$ cat src/rtl/lcd_cmd_seq.sv
module lcd_cmd_seq #(
  parameter int          IN_W        = 8,
  parameter int          LVL_W       = 6,
  parameter int          LVL_DEFAULT = 33
) (
  input  logic            clk,
  input  logic            rst_n,
  input  logic            req_init,
  input  logic            req_sleep,
  input  logic            req_wake,
  input  logic            req_contrast,
  input  logic [IN_W-1:0] contrast_in,
  output logic [7:0]      out_byte,
  output logic            out_dc,
  output logic            out_valid,
  input  logic            out_ready,
  output logic            busy,
  output logic            done
);
  localparam int LVL_MAX = (1 << LVL_W) - 1;

  typedef enum logic [1:0] {OP_INIT, OP_SLEEP, OP_WAKE, OP_CON} op_t;

  op_t              op_q;
  logic [3:0]       idx_q;
  logic [3:0]       last_idx;
  logic             busy_q, done_q;
  logic [LVL_W-1:0] lvl_q, lvl_new;
  logic [7:0]       lvl_byte;
  logic             any_req, xfer, at_last;

  assign any_req   = req_init | req_sleep | req_wake | req_contrast;
  assign lvl_new   = (int'(contrast_in) > LVL_MAX) ? LVL_W'(LVL_MAX) : contrast_in[LVL_W-1:0];
  assign lvl_byte  = 8'(lvl_q);
  assign xfer      = busy_q & out_ready;
  assign at_last   = (idx_q == last_idx);
  assign busy      = busy_q;
  assign out_valid = busy_q;
  assign out_dc    = 1'b0;
  assign done      = done_q;

  always_comb begin
    case (op_q)
      OP_INIT:  last_idx = 4'd10;
      OP_SLEEP: last_idx = 4'd3;
      OP_WAKE:  last_idx = 4'd3;
      default:  last_idx = 4'd1;
    endcase
  end

  always_comb begin
    out_byte = 8'h00;
    case (op_q)
      OP_INIT:
        case (idx_q)
          4'd0:    out_byte = 8'hE2;
          4'd1:    out_byte = 8'hA2;
          4'd2:    out_byte = 8'hA0;
          4'd3:    out_byte = 8'hC8;
          4'd4:    out_byte = 8'hA4;
          4'd5:    out_byte = 8'h40;
          4'd6:    out_byte = 8'h25;
          4'd7:    out_byte = 8'h81;
          4'd8:    out_byte = lvl_byte;
          4'd9:    out_byte = 8'h2F;
          default: out_byte = 8'hAF;
        endcase
      OP_SLEEP:
        case (idx_q)
          4'd0:    out_byte = 8'hAC;
          4'd1:    out_byte = 8'h00;
          4'd2:    out_byte = 8'hAE;
          default: out_byte = 8'hA5;
        endcase
      OP_WAKE:
        case (idx_q)
          4'd0:    out_byte = 8'hA4;
          4'd1:    out_byte = 8'hAD;
          4'd2:    out_byte = 8'h00;
          default: out_byte = 8'hAF;
        endcase
      default:
        out_byte = (idx_q == 4'd0) ? 8'h81 : lvl_byte;
    endcase
  end

  always_ff @(posedge clk) begin
    if (!rst_n) begin
      busy_q <= 1'b0;
      done_q <= 1'b0;
      op_q   <= OP_INIT;
      idx_q  <= 4'd0;
      lvl_q  <= LVL_W'(LVL_DEFAULT);
    end else begin
      done_q <= 1'b0;
      if (busy_q) begin
        if (xfer) begin
          if (at_last) begin
            busy_q <= 1'b0;
            done_q <= 1'b1;
          end else begin
            idx_q <= idx_q + 4'd1;
          end
        end
      end else if (any_req) begin
        busy_q <= 1'b1;
        idx_q  <= 4'd0;
        if (req_init)       op_q <= OP_INIT;
        else if (req_sleep) op_q <= OP_SLEEP;
        else if (req_wake)  op_q <= OP_WAKE;
        else begin
          op_q  <= OP_CON;
          lvl_q <= lvl_new;
        end
      end
    end
  end
endmodule

$ cat config.mk
export PLATFORM = sky130hd
export DESIGN_NAME = lcd_cmd_seq
export DESIGN_NICKNAME = d
export VERILOG_FILES = /design/src/rtl/lcd_cmd_seq.sv
export SDC_FILE = /design/constraint.sdc
export NUM_CORES = 1
export LEC_CHECK = 0
export ABC_CLOCK_PERIOD_IN_PS = 3110
export BUFFER_PORTS_ARGS = -buffer_cell sky130_fd_sc_hd__buf_2
export CAP_MARGIN = 10
export CORE_MARGIN = 5
export CORE_UTILIZATION = 50
export CTS_BUF_LIST = sky130_fd_sc_hd__clkbuf_2
export CTS_CLUSTER_DIAMETER = 100
export DETAILED_ROUTE_END_ITERATION = 6
export GPL_TIMING_DRIVEN = 0
export PLACE_DENSITY = 0.75
export SLEW_MARGIN = 20
export SYNTH_ARGS = -nofsm -noshare
export SYNTH_HDL_FRONTEND = slang
export SYNTH_SLANG_ARGS = --single-unit
$ cat constraint.sdc
create_clock -name clk -period 3.11 [get_ports clk]
set_clock_uncertainty 0.2 [all_clocks]
set_input_delay 0 -clock clk [delete_from_list [all_inputs] [get_ports clk]]
set_output_delay 0 -clock clk [all_outputs]
set_load 0.005 [all_outputs]
; ---- After elaboration in Yosys (flattened, before gate mapping)
; Cells that the tools add are included.
[word_totals]
out_inout_bits = 12
inputBits = 15
register_bits = 14
[classes]
n_mux = 19
bitwise_logic = 8
order_cmp = 1
n_addsub = 1
eq_ne = 14
n_reduce_logical = 8
[op_table]
columns = cell, n
row1 = $pmux 8 s10, 1
row2 = $pmux 8 s3, 3
row3 = $eq 4x3->1 const B, 4
row4 = $mux 4, 4
row5 = $eq 4x2->1 const B, 2
row6 = $eq 4x4->1 const B, 2
row7 = $gt 8x6->1 const B, 1
row8 = $mux 8, 1
row9 = $pmux 4 s2, 1
row10 = $mux 1, 6
row11 = $mux 6, 1
row12 = $reduce_and 3->1, 2
row13 = $reduce_and 5->1, 1
row14 = $add 4x1->4 const B, 1
row15 = $eq 4x1->1 const B, 1
row16 = $eq 4x4->1, 1
row17 = $logic_not 4->1, 1
row18 = $mux 2, 2
row19 = $not 1->1, 4
row20 = $or 1x1->1, 3
row21 = $eq 2x1->1 const B, 1
row22 = $eq 2x2->1 const B, 1
row23 = $logic_not 2->1, 1
row24 = $ne 2x1->1 const B, 1
row25 = 5 further kinds, 5

; ---- Longest topological paths before layout
; Gate-level depths: netlist of the first run.
[depth]
ltp_word = 7
mapped_depth = 7
depth_no_buf = 6

; ---- Worst setup path before layout of the first run
; No wires, ideal clock.
[synth_path]
kind = register -> output
from = register idx_q[0]
to = output port out_byte[2]
stages_incl_launch_ff = 8
arrival_time_ns = 2.002
required_time_ns = 2.910
setup_slack_ns = 0.908
cell_sequence = dfxtp_1 -> inv_1 -> ha_1 -> buf_6 -> or2_4 -> or4_4 -> a22o_1 -> a211o_1
[synth_between]
elab_chain_cells = 3
elab_cells_between_ends = 15
classes_between = eq/ne (9) / mux (5) / reduce/logical (1)
[synth_lines]
columns = element, line
row1 = "start, declared", 25  ; logic [3:0] idx_q;
row2 = "start signal, assigned", 102  ; idx_q <= idx_q + 4'd1;
row3 = "$eq 4x4->1, or another cell as far along", 55  ; case (idx_q)
row4 = "$pmux 8 s10, or another cell as far along", 55
row5 = $pmux 8 s3 (*), 53  ; case (op_q)
row6 = "end, declared", 13  ; output logic [7:0] out_byte,
; Every way passes the cells marked *; elsewhere a longest branch is shown, timed or not.

; ---- Final worst setup path of the first run
; Ends and elaborated chain as after synthesis.

==> flow_summary.yaml, run 1 <==
detailed_routing:
  firstDrtPassIters: 4
  ant_nets: 0
  drcViolationCount: 0
  wl_per_cell_um: 13.93
  num_vias: 1308
  drt_wl_total_um: 3162
  drt-initial-drc-count: 49
  vias_per_cell: 5.762
floorplan:
  fp.coreArea_um2: 2170
  fp.dieH_um: 57.19
  num_rows: 17
  start_util_pct: 51.33
  die_area_um2: 3271
  die_w_um: 57.19
  io_pins: 27
clock_network:
  clockRootBuffer: "clkbuf_2"
  cts_tree: "done"
  clk_pin_slew_ns: 0.12
  post-cts-setup-buffers: 0
  worstSkewPairLatency_ns: 0.28
  clockBufferDepth: 2
  numCtsBuffers: 3
  clock_sinks: 14
  cts_max_level: 1
yosys:
  synth-async-reset-ratio_pct: 0
  synth_edf_count: 0
  ys_ff_latch: 14
  synth_top_area_share_pct: 25.17
  synth_cell_types: 48
  yosys.area.top_type: "dfxtp_1"
  syn-cell-area_um2: 1114
  syn-num-nets: 173
  synth.top_cells.by_area: "dfxtp_1, nor2_1, nand3_1"
  syn_avg_cell_area_um2: 7.231
  yosys_warnings: 0
  synth_ff_type: "dfxtp_1"
  synth_cells: 154
  synth-seq-area-share_pct: 25.17
sta:
  min_period_ns: 2.755
  rsz0062_at_grt: "false"
  worst_slack_ns: 0.3548
  hold_viol_final: 0
  fmax_mhz: 363.0
  drv_slew: 0
  setup_viol: 0
  setup_tns_ns: 0
  fin_crit_sh_pct: 88.59
final_layout:
  final_common_cell: "buf_2"
  syn_to_final_growth_pct: 31.01
  final_nets: 220
  final_cell_mix: "buf_2, nor2_1, dlygate4sd3_1"
  layout-drive-gt1-share_pct: 17.59
  diodes: 0
pwr:
  powerDensity_nw_per_um2: 269.3
  peakVddDrop_uv: 222.2
  p_total_mw: 0.3929
  p_leak_nw: 0.6383
grt:
  grt_pass1_vias: 1232
  grt_usage_pct: 19.61
  grt_max_degree: 11
  grt_overflow: 0
  antenna_found_initial: 0
  grt_pass1_wl_um: 5161
critical_path:
  critPathLaunchType: "flop"
  cp-end-kind: "output pin"
  cp_slowest_cell: "dfxtp_1"
  path_cells: "inv_1 -> ha_1 -> buf_6 -> or2_4 -> or4_4 -> a22o_1 -> a211o_1 -> buf_2"
  required_ns: 2.91
  critPathLaunch: "idx_q[0]$_SDFFE_PN0P_"
  cp_top_family: "simple AND/OR/NAND/NOR gates"
  crit_path_max_fanout: 8
  worst_r2r_path_depth: 5
  cp_num_buf_inv: 3
  crit_path_end: "out_byte[2]"
  rrSetupSlack_ns: 1.06
  r2r_start: "busy$_SDFF_PN0_"
  path_class: "reg2out"
  rr_endpoint: "op_q[1]$_SDFFE_PN0P_"
  worstPathArrival_ns: 2.56
  crit_cells: 8
  critPathMaxStageDelay_ns: 0.48
placement:
  portBuffers: 25
  dp_hpwl_um: 2207
  dp_slack_ns: 0.6788
  gp_congestion: 0.8477
hold_path:
  hold_path_class: "in2reg"
  hold_depth: 5
run_status:
  status: "completed"
job:
  drv_cap: 0
worst min-delay path by stage:
stage                       startpoint         endpoint
after floorplan              out_ready  busy$_SDFF_PN0_
after global routing      req_contrast  busy$_SDFF_PN0_
after CTS                 req_contrast  busy$_SDFF_PN0_
after global placement       out_ready  busy$_SDFF_PN0_
final                     req_contrast  busy$_SDFF_PN0_
after detailed placement     out_ready  busy$_SDFF_PN0_
Yosys cell counts, types with 2 or more instances:
| cell type | instances |
|---|---|
| a21oi_1 | 4 |
| a22o_1 | 2 |
| a22oi_1 | 2 |
| a31oi_1 | 2 |
| a32oi_1 | 2 |
| and2_1 | 2 |
| and3_1 | 2 |
| buf_4 | 2 |
| clkbuf_1 | 8 |
| dfxtp_1 | 14 |
| ha_1 | 4 |
| inv_1 | 7 |
| mux2i_1 | 2 |
| nand2_1 | 13 |
| nand2b_1 | 2 |
| nand3_1 | 12 |
| nor2_1 | 20 |
| nor2b_1 | 2 |
| nor3_1 | 5 |
| nor3b_1 | 5 |
| nor4_1 | 8 |
| nor4bb_1 | 2 |
| o2111ai_1 | 2 |
| o21ai_0 | 4 |
| o311ai_0 | 2 |
| or2_1 | 2 |
cell families after synthesis:
logic type	synth area share (%)
and+or+nand+nor	38.32
AOI/OAI and AO/OA	20.45
buffers and inverters	7.865
DFF	25.17
adders and majority gates	4.495
xor gates and xnor gates	1.573
muxes	1.798
other	0.3368
layer usage:
layer / global-route usage [%] / up-vias / wire, µm / part of all wire, %
met3: 1.357 / 14 / 152 / 4.8
met4: 9.272 / 0 / 121 / 3.8
li1: - / 653 / - / -
met2: 34.58 / 50 / 1532 / 48
met5: 0 / - / 0 / 0
met1: 24.04 / 591 / 1356 / 43
stage by stage:
step                      area (µm²)  utilization (%)  hold WS (ns)  std cells
final                           1459            67.24       0.06078        227
after global routing            1459            67.24        0.1408        227
after CTS                       1459            67.24       0.05483        227
after detailed placement        1274            58.71       0.01503        207
after global placement          1274            58.71       0.01483        207
after floorplan                 1114                -      -0.09914        154
report_power, final:
| group | internal [mW] | switching, mW | leakage, nW | total (mW) |
|---|---|---|---|---|
| Sequential | 0.184 | 0.00576 | 0.114 | 0.190 |
| Combinational | 0.0587 | 0.0600 | 0.512 | 0.119 |
| Clock | 0.0263 | 0.0577 | 0.0125 | 0.0840 |
| Total | 0.269 | 0.123 | 0.638 | 0.393 |
worst min-delay path, stage by stage:
cell     delay, ns
buf_2         0.09
nor4_1        0.05
nor2_1        0.14
o21ai_0       0.10
a31oi_1       0.12
state kept, by name, indices dropped and copies added, names as in the netlist:
| signal | flops |
|---|---|
| idx_q | 4 |
| op_q | 2 |
| busy | 1 |
| done | 1 |
| lvl_q | 6 |
layout make-up:
cell class	instances	area, µm²
multi-input combinational	121	745.7
fill	194	710.7
clock buffer	3	15.01
inverter	7	26.28
timing repair buffer	42	295.3
buffer	12	61.31
sequential	14	280.3
tap	28	35.03
what timing repair did:
action                    in CTS  in global routing
hold endpoints to repair      13                  0
hold buffers                  17                  0
gates resized for setup        0                  0
Power figures use the tool's default switching activity.
==> run 2, diff against run 1 <==
--- a/config.mk
+++ b/config.mk
@@ -5,7 +5,7 @@
 export SDC_FILE = /design/constraint.sdc
 export NUM_CORES = 1
 export LEC_CHECK = 0
-export ABC_CLOCK_PERIOD_IN_PS = 3110
+export ABC_CLOCK_PERIOD_IN_PS = 2850
 export BUFFER_PORTS_ARGS = -buffer_cell sky130_fd_sc_hd__buf_2
 export CAP_MARGIN = 10
 export CORE_MARGIN = 5
@@ -14,6 +14,7 @@
 export CTS_CLUSTER_DIAMETER = 100
 export DETAILED_ROUTE_END_ITERATION = 6
 export GPL_TIMING_DRIVEN = 0
+export HOLD_SLACK_MARGIN = 0.06
 export PLACE_DENSITY = 0.75
 export SLEW_MARGIN = 20
 export SYNTH_ARGS = -nofsm -noshare
==> constraint.sdc (replaced) <==
create_clock -name clk -period 2.85 [get_ports clk]
set_clock_uncertainty 0.2 [all_clocks]
set_input_delay 0 -clock clk [delete_from_list [all_inputs] [get_ports clk]]
set_output_delay 0 -clock clk [all_outputs]
set_load 0.005 [all_outputs]
==> run 2 against run 1 <==
Against the previous run:
- design area is 2.2% higher
- worst hold slack better by 0.020 ns
- global-route usage is 0.37 points higher
- total power is 10% higher
- count of clock-buffer cells in the layout stayed put
- via count is 3.1% higher
- clock power is 11% higher
- register-to-register slack worse by 0.69 ns
- largest cell class unchanged
==> flow_summary.yaml, run 2 (synthesis results as in run 1) <==
run_status:
  status: "completed"
pwr:
  switching_share_pct: 31.80
  powerDensity_nw_per_um2: 290.8
  pwr-share-seq_pct: 47.9
  pwr-share-comb_pct: 30.6
  clockPowerShare_pct: 21.6
  p_leak_nw: 0.6470
  switchingPower_mw: 0.1379
  power.internal_mw: 0.2957
  peakVddDrop_uv: 246.6
  p_total_mw: 0.4337
placement:
  placedCellCount: 207
  gp_congestion: 0.8477
  dp_slack_ns: 0.4188
  portBuffers: 25
  dp_hpwl_um: 2207
  dpl_cell_area_um2: 1274
critical_path:
  crit_path_max_fanout: 8
  worst_r2r_path_depth: 6
  rrSetupSlack_ns: 0.37
  worstPathArrival_ns: 2.46
  critPathLaunchType: "flop"
  required_ns: 2.65
  cp-end-kind: "output pin"
  path_class: "reg2out"
sta:
  drv_slew: 0
  setup_tns_ns: 0
  rsz0062_at_grt: "false"
  setup_viol: 0
  whs_ns: 0.08079
  fmax_mhz: 375.3
  worst_slack_ns: 0.1853
  fin_crit_sh_pct: 93.50
  min_period_ns: 2.665
  hold_viol_final: 0
grt:
  grt_pass1_wl_um: 5299
  antenna_found_initial: 0
  grt_max_degree: 11
  grt_overflow: 0
  grt_pass1_vias: 1307
  grt_usage_pct: 19.98
final_layout:
  n_fill_cell: 190
  fin_area_um2: 1491
  utilization_pct: 68.74
  diodes: 0
  final_common_cell: "buf_2"
  layout-drive-gt1-share_pct: 18.32
  final_nets: 223
  regArea_um2: 282.8
  largestRegisters: "lvl_q: 6 flops, idx_q: 4 flops, op_q: 2 flops"
  largest_reg_flops: 6
  syn_to_final_growth_pct: 33.93
  layout.cells.non_filler: 230
  final_cell_mix: "buf_2, nor2_1, dlygate4sd3_1"
  multi_input_area_um2: 745.7
  regMostFlops: "lvl_q"
floorplan:
  die_area_um2: 3271
  fp.coreArea_um2: 2170
  io_pins: 27
  fp.dieH_um: 57.19
  start_util_pct: 51.33
  die_w_um: 57.19
  num_rows: 17
detailed_routing:
  drt_wl_total_um: 3282
  vias_per_cell: 5.861
  firstDrtPassIters: 4
  drt-initial-drc-count: 65
  drcViolationCount: 0
  wl_per_cell_um: 14.27
  num_vias: 1348
  ant_nets: 0
clock_network:
  numCtsBuffers: 3
  cts_tree: "done"
  cts_max_level: 1
  worstSkewPairLatency_ns: 0.28
  clk_pin_slew_ns: 0.13
  clock_sinks: 14
  clockRootBuffer: "clkbuf_2"
  clockBufferDepth: 2
hold_path:
  hold_path_class: "in2reg"
  hold_depth: 5
job:
  drv_cap: 0
## run 2: cell count changes in the layout (fill, tap and decap cells not counted)
cell and delta:
dfxtp_1 -2, dfxtp_2 +2, dlygate4sd3_1 +3
## run 2: final timing paths
kind,from,end
hold reg to reg,lvl_q[4]$_SDFFE_PN0P_,lvl_q[4]$_SDFFE_PN0P_
hold / removal,req_contrast,op_q[0]$_SDFFE_PN0P_
setup / recovery,idx_q[0]$_SDFFE_PN0P_,out_byte[2]
setup reg to reg,op_q[1]$_SDFFE_PN0P_,busy$_SDFF_PN0_
## run 2: per-layer routing
metal / vias to the layer above / wire (µm) / track usage (%)
met4: 0 / 108 / 11.59
li1: 659 / - / -
met5: - / 0 / 0
met2: 54 / 1597 / 34.42
met1: 622 / 1363 / 24.04
met3: 13 / 211 / 1.810
## run 2: timing repair
item | 4_1_cts | 5_1_grt
gates resized for setup | 0 | 2
setup endpoints to repair | 0 | 2
endpoints found under the hold margin | 13 | 0
hold buffers | 20 | 0
setup buffers | 0 | 0
## run 2: final cells by class
| cell class | count | area share, % |
|---|---|---|
| Multi-Input combinational cell | 121 | 50.00 |
| Timing Repair Buffer | 45 | 21.81 |
| Sequential cell | 14 | 18.96 |
| Buffer | 12 | 4.111 |
| Tap cell | 28 | 2.349 |
| Inverter | 7 | 1.762 |
| Clock buffer | 3 | 1.007 |
## run 2: power groups by stage
| stage | Sequential [mW] | Clock, mW | Combinational (mW) |
|---|---|---|---|
| 2_1_floorplan | 0.210 | 0 | 0.0727 |
| 3_3_place_gp | 0.211 | 0 | 0.112 |
| 3_5_place_dp | 0.212 | 0 | 0.115 |
| 4_1_cts | 0.207 | 0.0894 | 0.130 |
| 5_1_grt | 0.208 | 0.0970 | 0.145 |
| 6_report | 0.208 | 0.0935 | 0.133 |
## run 2: critical path: stages, from the launching register on
cell and delay, ns:
dfxtp_2 0.42, inv_1 0.10, ha_1 0.21, buf_6 0.13
or2_4 0.26, or4_4 0.43, a22o_1 0.26, a211o_1 0.26
buf_2 0.12
